--- src/rtl/wake_pkg.sv ---
package wake_pkg;
  typedef enum logic [1:0] {
    OSC_XTAL_HI = 2'd0,
    OSC_RC_HI   = 2'd1,
    OSC_RC_LO   = 2'd2,
    OSC_XTAL_LO = 2'd3
  } osc_e;

  typedef enum logic [1:0] {
    LP_DEEP     = 2'd0,
    LP_SUBKEEP  = 2'd1,
    LP_IDLE_SUB = 2'd2,
    LP_IDLE_SYS = 2'd3
  } lp_e;

  typedef enum logic [1:0] {
    ST_RUN  = 2'd0,
    ST_LOW  = 2'd1,
    ST_WAIT = 2'd2,
    ST_FAST = 2'd3
  } seq_st_e;
endpackage

--- src/rtl/wake_sync.sv ---
module wake_sync #(
  parameter int STAGES = 2
) (
  input  logic clk,
  input  logic rst_n,
  input  logic d,
  output logic q
);
  logic [STAGES-1:0] chain;

  always_ff @(posedge clk or negedge rst_n) begin
    if (!rst_n) chain <= '0;
    else        chain <= {chain[STAGES-2:0], d};
  end

  assign q = chain[STAGES-1];
endmodule

--- src/rtl/wake_plan.sv ---
module wake_plan
  import wake_pkg::*;
#(
  parameter int CW          = 8,
  parameter int SHORT_TICKS = 2,
  parameter int MID_TICKS   = 16,
  parameter int LONG_TICKS  = 128
) (
  input  logic [1:0]    osc,
  input  logic [1:0]    mode,
  input  logic          fast,
  output logic [CW-1:0] target,
  output logic          use_fast
);
  logic keeps_sub;

  assign keeps_sub = (mode == LP_SUBKEEP) || (mode == LP_IDLE_SUB);
  assign use_fast  = (osc == OSC_XTAL_HI) && fast && keeps_sub;

  always_comb begin
    if (mode == LP_IDLE_SYS || osc == OSC_RC_LO) target = CW'(SHORT_TICKS);
    else if (osc == OSC_RC_HI)                   target = CW'(MID_TICKS);
    else                                         target = CW'(LONG_TICKS);
  end
endmodule

--- src/rtl/wake_tick_cnt.sv ---
module wake_tick_cnt #(
  parameter int CW = 8
) (
  input  logic          clk,
  input  logic          rst_n,
  input  logic          clr,
  input  logic          tick,
  input  logic [CW-1:0] target,
  output logic          done
);
  logic [CW-1:0] cnt;
  logic [CW:0]   nxt;

  assign nxt  = {1'b0, cnt} + 1'b1;
  assign done = tick && (nxt >= {1'b0, target});

  always_ff @(posedge clk or negedge rst_n) begin
    if (!rst_n)    cnt <= '0;
    else if (clr)  cnt <= '0;
    else if (tick) cnt <= nxt[CW-1:0];
  end
endmodule

--- src/rtl/wake_clk_seq.sv ---
module wake_clk_seq
  import wake_pkg::*;
#(
  parameter int SYNC_STAGES = 2,
  parameter int SHORT_TICKS = 2,
  parameter int MID_TICKS   = 16,
  parameter int LONG_TICKS  = 128
) (
  input  logic       clk,
  input  logic       rst_n,
  input  logic [1:0] osc_sel,
  input  logic [1:0] lp_mode,
  input  logic       fast_wake_en,
  input  logic       sleep_req,
  input  logic       wake_evt,
  input  logic       tick_xhi,
  input  logic       tick_rhi,
  input  logic       tick_rlo,
  input  logic       tick_xlo,
  input  logic       tick_sub,
  output logic       cpu_run,
  output logic       clk_on_sub,
  output logic       hs_ready
);
  localparam int CW = $clog2(LONG_TICKS + 1);

  seq_st_e       st;
  logic [1:0]    lat_osc;
  logic [1:0]    lat_mode;
  logic          lat_fast;
  logic          wake_s;
  logic [CW-1:0] main_target;
  logic          use_fast;
  logic [3:0]    sys_ticks;
  logic          counting;
  logic          main_tick, sub_tick_g;
  logic          main_done, sub_done;

  wake_sync #(.STAGES(SYNC_STAGES)) u_sync (
    .clk(clk), .rst_n(rst_n), .d(wake_evt), .q(wake_s)
  );

  wake_plan #(
    .CW(CW), .SHORT_TICKS(SHORT_TICKS),
    .MID_TICKS(MID_TICKS), .LONG_TICKS(LONG_TICKS)
  ) u_plan (
    .osc(lat_osc), .mode(lat_mode), .fast(lat_fast),
    .target(main_target), .use_fast(use_fast)
  );

  assign sys_ticks  = {tick_xlo, tick_rlo, tick_rhi, tick_xhi};
  assign counting   = (st == ST_WAIT) || (st == ST_FAST);
  assign main_tick  = counting && sys_ticks[lat_osc];
  assign sub_tick_g = (st == ST_WAIT) && use_fast && tick_sub;

  wake_tick_cnt #(.CW(CW)) u_main_cnt (
    .clk(clk), .rst_n(rst_n), .clr(st == ST_LOW),
    .tick(main_tick), .target(main_target), .done(main_done)
  );

  wake_tick_cnt #(.CW(CW)) u_sub_cnt (
    .clk(clk), .rst_n(rst_n), .clr(st == ST_LOW),
    .tick(sub_tick_g), .target(CW'(SHORT_TICKS)), .done(sub_done)
  );

  always_ff @(posedge clk or negedge rst_n) begin
    if (!rst_n) begin
      st         <= ST_RUN;
      lat_osc    <= '0;
      lat_mode   <= '0;
      lat_fast   <= 1'b0;
      clk_on_sub <= 1'b0;
      hs_ready   <= 1'b1;
    end else begin
      unique case (st)
        ST_RUN: if (sleep_req) begin
          st       <= ST_LOW;
          lat_osc  <= osc_sel;
          lat_mode <= lp_mode;
          lat_fast <= fast_wake_en;
          if (lp_mode != LP_IDLE_SYS) hs_ready <= 1'b0;
        end
        ST_LOW: if (wake_s) st <= ST_WAIT;
        ST_WAIT: begin
          if (main_done) begin
            st       <= ST_RUN;
            hs_ready <= 1'b1;
          end else if (sub_done) begin
            st         <= ST_FAST;
            clk_on_sub <= 1'b1;
          end
        end
        ST_FAST: if (main_done) begin
          st         <= ST_RUN;
          clk_on_sub <= 1'b0;
          hs_ready   <= 1'b1;
        end
        default: st <= ST_RUN;
      endcase
    end
  end

  assign cpu_run = (st == ST_RUN) || (st == ST_FAST);
endmodule

--- config.mk ---
export PLATFORM = sky130hd
export DESIGN_NAME = wake_clk_seq
export DESIGN_NICKNAME = d
export VERILOG_FILES = /design/src/rtl/wake_pkg.sv /design/src/rtl/wake_sync.sv /design/src/rtl/wake_plan.sv /design/src/rtl/wake_tick_cnt.sv /design/src/rtl/wake_clk_seq.sv
export SDC_FILE = /design/constraint.sdc
export NUM_CORES = 1
export LEC_CHECK = 0
export BUFFER_PORTS_ARGS = -buffer_cell sky130_fd_sc_hd__buf_2
export CAP_MARGIN = 0
export CORE_MARGIN = 10
export CORE_UTILIZATION = 25
export DETAILED_ROUTE_END_ITERATION = 8
export PLACE_DENSITY = 0.42
export SETUP_SLACK_MARGIN = 0.02
export SYNTH_ARGS = -nofsm -noshare
export SYNTH_HDL_FRONTEND = slang
export SYNTH_HIERARCHICAL = 1
export SYNTH_SLANG_ARGS = --single-unit
--- constraint.sdc ---
create_clock -name clk -period 3.5 [get_ports clk]
set_input_delay 0 -clock clk [delete_from_list [all_inputs] [get_ports clk]]
set_output_delay 0 -clock clk [all_outputs]
set_load 0.01 [all_outputs]
* Word level (Yosys, flattened, before mapping)
Index checks and enable logic that the tools add are counted.
** Storage, ports and cells
- Latch bits :: 0
- Memories kept :: 0
- Register bits after elaboration :: 27
- Input port bits :: 14
- RAM bits :: 0
- ROM bits :: 0
- Word-level logic and storage cells :: 75
** Cells by class
- Divide/modulo/power cells :: 0
- Reduce and logical (&&, ||, !) cells :: 22
- Shift operators :: 0
- Multiply operators :: 0
- $add $sub $neg :: 2
- Order comparisons :: 3
- Multiplexer cells :: 22
- Bitwise logic cells :: 0
- Equality and inequality tests :: 17
** Operators by type and width (count)
- 8-bit 2-to-1 mux :: 6
- 8-bit by 1-bit adder with 9-bit output, second input constant :: 2
- 2-bit inequality test, second input constant :: 7
- 4-bit AND reduction :: 3
- 2-bit equality test, second input constant :: 5
- 2-bit 2-to-1 mux :: 5
- 9-bit by 2-bit greater-or-equal comparator with 1-bit output, second input constant :: 1
- 9-bit by 8-bit greater-or-equal comparator with 1-bit output :: 1
- 2-bit one-hot mux with 4 select lines :: 1
- 2-bit nonzero test :: 4
- 1-bit logical AND :: 7
- 1-bit 2-to-1 mux :: 7
- 2-bit by 1-bit equality test with 1-bit output, second input constant :: 3
- 2-bit logical NOT :: 2
- 1-bit logical OR :: 4
- 1-bit one-hot mux with 2 select lines :: 2
- 2-bit by 3-bit < comparator with 1-bit output, second input constant :: 1
- 3-bit inequality test, second input constant :: 1
- 1-bit binary-select mux with 2-bit select :: 1
- 2-bit by 1-bit inequality test with 1-bit output, second input constant :: 1
- 2-bit AND reduction :: 1
- 2-bit OR reduction :: 1

* Longest topological paths before layout
Gate-level depths: netlist of run 1.
- Depth in word-level cells :: 9
- Gate-level depth with buffers :: 12

* Modules after synthesis
Netlist of run 1, hierarchy kept.
** By module, submodules not included
- wake_tick_cnt :: sequential area each 200.2 um2, instances 2, cells each 77, area each 665.6 um2
- wake_clk_seq :: sequential area each 226.5 um2, instances 1, cells each 54, area each 600.6 um2
- wake_plan :: sequential area each 0.0 um2, instances 1, cells each 14, area each 91.3 um2
- wake_sync :: sequential area each 50.0 um2, instances 1, cells each 2, area each 50.0 um2

* Worst setup path before layout of run 1
No wires, ideal clock.
- Path kind :: reg-to-reg
- Start point :: register u_main_cnt.cnt[0]
- End point :: register st[0]
- Arrival time :: 2.867 ns
- Clock period less this slack :: 2.994 ns
- Setup time :: 0.127 ns
- Setup slack :: 0.506 ns
- Buffers on the path :: 0
- Stages on the path, launching flop included :: 13
- Cell sequence :: dfrtp_1 > ha_1 > and3_2 > and3_2 > xor2_1 > ha_1 > nand2_1 > o21ai_0 > a21oi_1 > o22ai_1 > nor2b_1 > or3_1 > o32a_2
** On the way
- Cells in the longest elaborated chain, start to end :: 5
- Elaborated cells on any way between the ends :: 8
** RTL lines
- start, declared :: RTL line wake_tick_cnt.sv:11 : logic [CW-1:0] cnt;
- start signal, assigned :: RTL line wake_tick_cnt.sv:20 : else if (tick) cnt <= nxt[CW-1:0];
- 8-bit by 1-bit adder with 9-bit output (*) :: RTL line wake_tick_cnt.sv:14 : assign nxt = {1'b0, cnt} + 1'b1;
- 9-bit by 8-bit greater-or-equal comparator with 1-bit output (*) :: RTL line wake_tick_cnt.sv:15 : assign done = tick && (nxt >= {1'b0, target});
- 1-bit logical AND (*) :: RTL line wake_tick_cnt.sv:15
- named net main_done :: RTL line wake_clk_seq.sv:37 : logic main_done, sub_done;
- 3-bit inequality test (no line) (tied with other cells)
- 4-bit AND reduction (no line) / 2-bit one-hot mux with 4 select lines (equally long branches)
- end signal, assigned :: RTL line wake_clk_seq.sv:68 : st <= ST_RUN;
- end signal, assigned :: RTL line wake_clk_seq.sv:77 : st <= ST_LOW;
- end signal, assigned :: RTL line wake_clk_seq.sv:83 : ST_LOW: if (wake_s) st <= ST_WAIT;
- end, declared :: RTL line wake_clk_seq.sv:27 : seq_st_e st;
Mark *: on every way through the listed nets, which the timed path passes. The rest lies on a longest branch.
A chain may end at the register's enable or synchronous reset.

* Final worst setup path of run 1
Ends and elaborated chain as after synthesis.

==> reports/qor.csv, run 1 <==
stage;metric;value;unit
route;iteration count of the initial detailed-routing pass;4;
clocking;Max clock buf depth;2;
critical_path;CP Capture Type;register;
timing;setup tns final;0;ns
critical_path;CP startpoint;u_main_cnt/cnt[0];
timing;slew margin rel.;55.6;%
critical_path;CP Max Fanout;5;
power;Max VDD drop;0.252;mV
synthesis;post-synthesis register bit count;27;
synthesis;top_reg_cell synth;dfrtp_1;
global_routing;vias in the first global route;1558;
clocking;later-pin clock latency in the skew report;0.28;ns
synthesis;number of flops mapped to enable cells by yosys;0;
route;Initial DRC Count;32;
synthesis;Yosys top cell area share;31.4;%
synthesis;post-synth top area cell;dfrtp_1;
placed_design;pre-CTS WS;0.498;ns
clocking;CTS Hold Buffers Added;7;
critical_path;Crit path largest cell delay;0.44;ns
min_path;Worst Hold Class;in -> reg;
clocking;Post-CTS Resized;0;
synthesis;synth warn;6;
route;WL per Instance;11.1;µm
route;drt drc;0;
floorplanning;core area;8130;µm²
floorplanning;Die H;111;µm
floorplanning;Die ar.;12300;µm²
timing;Final min period;2.99;ns
floorplanning;num ports;17;
power;power per standard cell area;475;nW/µm²
timing;final setup violation count;0;
floorplanning;Rows;33;
clocking;# Post-CTS Setup Buffers;0;
min_path;worst hold start;sleep_req;
critical_path;Reg-to-Reg Start;u_main_cnt/cnt[0];
run;max-cap viol count;0;
timing;RSZ-0062 raised after global routing;no;
route;post-DR vias/cell;4.20;
global_routing;first-pass GRT wire length;7.13;mm
placed_design;PortBufs;16;
global_routing;grt ovf;0;
clocking;H-Tree Depth;1;
synthesis;ys async rst share;100;%
clocking;CTS Buf Count;3;
final_layout;Filler cells;874;
timing;final hold vios;0;
clocking;clock sink total;27;
synthesis;synthesized area per cell;9.26;µm²
final_layout;Layout area overhead;14.2;%
timing;final period utilization;85.5;%
global_routing;Total Routing Usage GR;6.58;%
final_layout;multi-input logic area;1270;µm²
synthesis;Area contributors post-synth;dfrtp_1, ha_1, xor2_1;
route;Routed WL;3.99;mm
route;post-route ant nets;0;
synthesis;register area share after synthesis;32.6;%
clocking;CTS root buf;clkbuf_8;
timing;FMAX;334;MHz
floorplanning;Starting Density;25.5;%
final_layout;n_diodes;0;
critical_path;Critical Path RT;3.67;ns
final_layout;most frequent cells in the layout;ha_1, dfrtp_1, nor2_1;
synthesis;post-synth cell types;40;
placed_design;gpl congestion;0.723;
critical_path;slowest CP cell;dfrtp_1;
power;Pleak;1.17;nW
timing;Worst Tran Pin Value;0.666;ns
synthesis;Cells after Synth;224;
route;via count;1508;
critical_path;WS Path Type;reg -> reg;
critical_path;crit-path cells;ha_1, and3_2, and3_2, xor2_1, ha_1, nand2_1, o21ai_0, a21oi_1, o22ai_1, nor2b_1, or3_1, o32a_2;
timing;final count of pins violating max slew;0;
critical_path;crit path DAT;3.17;ns
clocking;clock slew at reported path FFs;0.10;ns
global_routing;pin count of the biggest net entering global routing;28;
final_layout;layout cell share with drive strength beyond 1;16.1;%
critical_path;startpoint types;register;
timing;Layout Skew;0.00122;ns
clocking;CTS tree;done;
global_routing;initial antenna violation count;0;
placed_design;Post-DP HPWL;3.12;mm
synthesis;cell area after synthesis;2070;µm²
final_layout;Total Nets Final;295;
final_layout;Register Area;677;µm²
status;status;finished, final reports clean;
timing;Setup WS post-layout;0.507;ns
floorplanning;Horiz. Die Dim;111;µm
==> sequential cells by signal (all words and copies together) (netlist names) <==
signal / cells
lat_osc: 2
clk_on_sub: 1
u_sub_cnt/cnt: 8
u_sync/chain: 2
st: 2
lat_fast: 1
hs_ready: 1
lat_mode: 2
u_main_cnt/cnt: 8
==> Yosys cell counts (2+ instances only) <==
cell type        number
a21oi_1               8
a221oi_1              2
a31oi_1               2
and2b_1               2
and3_1                3
and3_2                4
buf_4                 5
clkbuf_8              2
clkdlybuf4s18_2       2
conb_1                3
dfrtp_1              26
ha_1                 26
inv_1                20
inv_2                 2
mux2_2                5
mux2i_1               3
nand2_1              21
nand3_1               4
nand4_1               2
nor2_1               23
nor2b_1               5
nor3_1                4
nor4_2                2
o21ai_0               5
o22ai_1               2
o41ai_1               2
xnor2_1               8
xor2_1               19
==> critical path, delay by kind of cell (launching register included) <==
family,cells,cell delay [ns]
compound gates,4,0.77
flops,1,0.44
xor+xnor,1,0.14
fa+ha+maj,2,0.54
simple gates,5,1.00
==> routing by layer <==
metal / up-vias / share of wire (%) / GRT usage, %
li1: 795 / - / -
met1: 691 / 51 / 8.87
met2: 18 / 46 / 10.2
met3: 4 / 2.5 / 1.35
met4: 0 / 0.95 / 2.06
met5: - / 0 / 0
==> logic make-up (layout without fill, tap and decap cells) <==
| group | count (synthesis) | in the layout | synth area share, % |
|---|---|---|---|
| and+or+nand+nor | 76 | 76 | 18.5 |
| buffers and inverters | 31 | 51 | 8.09 |
| xor gates and xnor gates | 27 | 27 | 11.4 |
| adders and majority gates | 26 | 26 | 15.7 |
| AOI/OAI and AO/OA | 25 | 25 | 7.85 |
| other | 3 | 13 | 0.543 |
| DFF | 27 | 27 | 32.6 |
| muxes | 9 | 9 | 5.25 |
==> report_power, final <==
part           switching (mW)  total [mW]  internal, mW  leakage (nW)
Combinational           0.267       0.497         0.230         0.790
Sequential             0.0688       0.443         0.375         0.354
Clock                   0.105       0.185        0.0801        0.0255
==> final timing paths <==
check | endpoint | slack, ns | cells past startpoint
min | hs_ready | 0.18 | 4
max reg2reg | st[0] | 0.51 | 12
min in group asynchronous | lat_osc[0] | 0.27 | 2
max in group asynchronous | u_sub_cnt/cnt[6] | 2.82 | 2
min reg2reg | u_sync/chain[1] | 0.36 | 0
max | st[0] | 0.51 | 12
==> area by class of cell <==
class	count	share of cell area, %
inverters	22	3.49
multi-input cells	176	53.5
clock buffers	3	1.74
well taps	105	5.55
clock inverters	1	0.211
flip-flops and latches	27	28.6
repair buffers	25	6.97
==> metrics by stage <==
step           total power, mW  std cells  hold slack (ns)  utilization [%]  instance area [µm²]
6_report                  1.13        359            0.183             29.1                 2370
5_1_grt                   1.24        359            0.202             29.1                 2370
4_1_cts                   1.15        359            0.176             29.1                 2370
3_5_place_dp             0.952        348           0.0672             27.7                 2250
3_3_place_gp             0.954        348           0.0712             27.7                 2250
2_1_floorplan            0.836        234           -0.296                -                 2110
(Power assumes the default switching activity.)
==> run 2, diff against run 1 <==
--- a/config.mk
+++ b/config.mk
@@ -7,10 +7,11 @@
 export LEC_CHECK = 0
 export BUFFER_PORTS_ARGS = -buffer_cell sky130_fd_sc_hd__buf_2
 export CAP_MARGIN = 0
+export CORE_ASPECT_RATIO = 0.7
 export CORE_MARGIN = 10
-export CORE_UTILIZATION = 25
+export CORE_UTILIZATION = 55
 export DETAILED_ROUTE_END_ITERATION = 8
-export PLACE_DENSITY = 0.42
+export PLACE_DENSITY = 0.76
 export SETUP_SLACK_MARGIN = 0.02
 export SYNTH_ARGS = -nofsm -noshare
 export SYNTH_HDL_FRONTEND = slang
==> run 2 against run 1 <==
Clock skew up 0.012 ns. Register-to-register slack lost 0.04 ns. Critical path depth increased by 1. Fmax decreased by 1.2%. Clock power is essentially flat. Wire length fell by 1.5%. Global-route usage increased by 5.9 points. Via count is 3.5% higher. Worst setup slack worse by 0.037 ns. Count of clock-buffer cells in the layout is the same. Core utilization rose by 35 points. Critical endpoint is now hs_ready. Highest routed layer unchanged.
==> reports/qor.csv, run 2 (synthesized netlist as in run 1, its figures left out) <==
stage;metric;value;unit;change
status;status;finished, final reports clean;;
floorplanning;Die H;71.4;µm;-36%
power;Max VDD drop;0.462;mV;+83%
route;Initial DRC Count;125;;+290%
global_routing;pin count of the biggest net entering global routing;28;;unchanged
timing;setup tns final;0;ns;unchanged
critical_path;WS Path Type;reg -> reg;;
placed_design;gpl congestion;0.818;;+13%
floorplanning;Rows;18;;-45%
clocking;later-pin clock latency in the skew report;0.28;ns;about the same
timing;FMAX;330;MHz;-1.2%
timing;final period utilization;86.6;%;+1.1 points
final_layout;n_diodes;0;;unchanged
clocking;# Post-CTS Setup Buffers;0;;unchanged
final_layout;Layout area overhead;11.1;%;
clocking;H-Tree Depth;1;;unchanged
route;drt drc;0;;unchanged
timing;Layout Skew;0.0135;ns;+0.0123 ns
clocking;clock slew at reported path FFs;0.10;ns;about the same
clocking;CTS Hold Buffers Added;7;;unchanged
route;post-route ant nets;0;;unchanged
power;Pleak;1.17;nW;about the same
floorplanning;num ports;17;;unchanged
timing;slew margin rel.;54.8;%;-0.80 points
global_routing;initial antenna violation count;0;;unchanged
clocking;Post-CTS Resized;0;;unchanged
clocking;CTS Buf Count;3;;unchanged
timing;final setup violation count;0;;unchanged
final_layout;Total Nets Final;295;;unchanged
global_routing;vias in the first global route;1620;;+4.0%
route;post-DR vias/cell;5.13;;+22%
clocking;clock sink total;27;;unchanged
clocking;Max clock buf depth;2;;unchanged
floorplanning;Die ar.;6660;µm²;-46%
route;via count;1561;;+3.5%
placed_design;PortBufs;16;;unchanged
placed_design;Post-DP HPWL;3.13;mm;about the same
power;Final Power;1.14;mW;+1.0%
route;Routed WL;3.93;mm;-1.5%
critical_path;CP Capture Type;register;;
timing;final hold vios;0;;unchanged
route;iteration count of the initial detailed-routing pass;5;;+1
critical_path;crit path DAT;3.25;ns;+0.08 ns
critical_path;startpoint types;register;;
clocking;CTS tree;done;;
final_layout;Register Area;677;µm²;unchanged
critical_path;CP Max Fanout;6;;+1
final_layout;Regs by FF count;u_main_cnt/cnt: 8 flops, u_sub_cnt/cnt: 8 flops;;
clocking;CTS root buf;clkbuf_8;;
final_layout;Filler cells;301;;-66%
final_layout;layout cell share with drive strength beyond 1;16.1;%;unchanged
critical_path;Critical Path RT;3.72;ns;+0.05 ns
global_routing;grt ovf;0;;unchanged
run;max-cap viol count;0;;unchanged
floorplanning;Horiz. Die Dim;93.4;µm;-16%
floorplanning;core area;3580;µm²;-56%
timing;Final min period;3.03;ns;+0.0374 ns
final_layout;multi-input logic area;1270;µm²;unchanged
power;power per standard cell area;494;nW/µm²;+3.9%
timing;RSZ-0062 raised after global routing;no;;
final_layout;most frequent cells in the layout;ha_1, dfrtp_1, nor2_1;;
floorplanning;Starting Density;57.9;%;+32 points
global_routing;first-pass GRT wire length;7.07;mm;-0.77%
route;WL per Instance;12.9;µm;+16%
min_path;Worst Hold Class;in -> reg;;
timing;final count of pins violating max slew;0;;unchanged
global_routing;Total Routing Usage GR;12.5;%;+5.9 points
timing;Worst Tran Pin Value;0.678;ns;+0.0120 ns
[run 2: cell count changes in the layout (fill, tap and decap cells not counted), sizes merged]
cell / delta
clkinv: -1
inv: +1
[run 2: area by class of cell]
cell class,count,share of cell area [%]
clock buffer,3,1.79
clock inverter,1,0.380
inverter,22,3.59
multi-input combinational,176,55.0
sequential,27,29.4
tap,50,2.72
timing repair buffer,25,7.17
[run 2: where the power goes]
| part | switching (mW) | total, mW | internal [mW] |
|---|---|---|---|
| logic | 0.277 | 0.508 | 0.231 |
| registers | 0.0678 | 0.442 | 0.375 |
| clock network | 0.103 | 0.187 | 0.0836 |
| total | 0.448 | 1.14 | 0.690 |
[run 2: final timing paths]
path	to	slack (ns)	startpoint	cells past startpoint
setup / recovery	hs_ready	0.47	u_main_cnt/cnt[0]	13
setup reg to reg	hs_ready	0.47	u_main_cnt/cnt[0]	13
hold / removal	lat_osc[0]	0.21	sleep_req	3
hold reg to reg	u_sync/chain[1]	0.37	u_sync/chain[0]	0
min in group asynchronous	u_sub_cnt/cnt[3]	0.25	rst_n	2
max in group asynchronous	u_main_cnt/cnt[3]	2.86	rst_n	2
[run 2: critical path, cell delays in order (launching register included)]
cell and delay, ns:
dfrtp_1 0.44, ha_1 0.25, and3_2 0.25, and3_2 0.23
xor2_1 0.14, ha_1 0.29, nand2_1 0.06, o21ai_0 0.15
a21oi_1 0.06, o22ai_1 0.18, buf_4 0.18, and2b_1 0.18
a221oi_1 0.31, mux2i_1 0.23
[run 2: routing by layer]
layer,wire (µm),vias up,track usage [%]
li1,-,792,-
met4,15,0,3.07
met2,1710,51,19.1
met1,1990,716,16.8
met3,219,2,3.54
met5,0,-,0
[run 2: through the flow]
step	cell area [µm²]	hold slack (ns)	utilization (%)	setup slack, ns	std cells
6_report	2300	0.211	64.3	0.469	304
3_5_place_dp	2180	0.0441	61.0	0.498	293
4_1_cts	2300	0.198	64.3	0.483	304
2_1_floorplan	2110	-0.296	-	0.506	234
5_1_grt	2300	0.233	64.3	0.252	304
3_3_place_gp	2180	0.0400	61.0	0.578	293
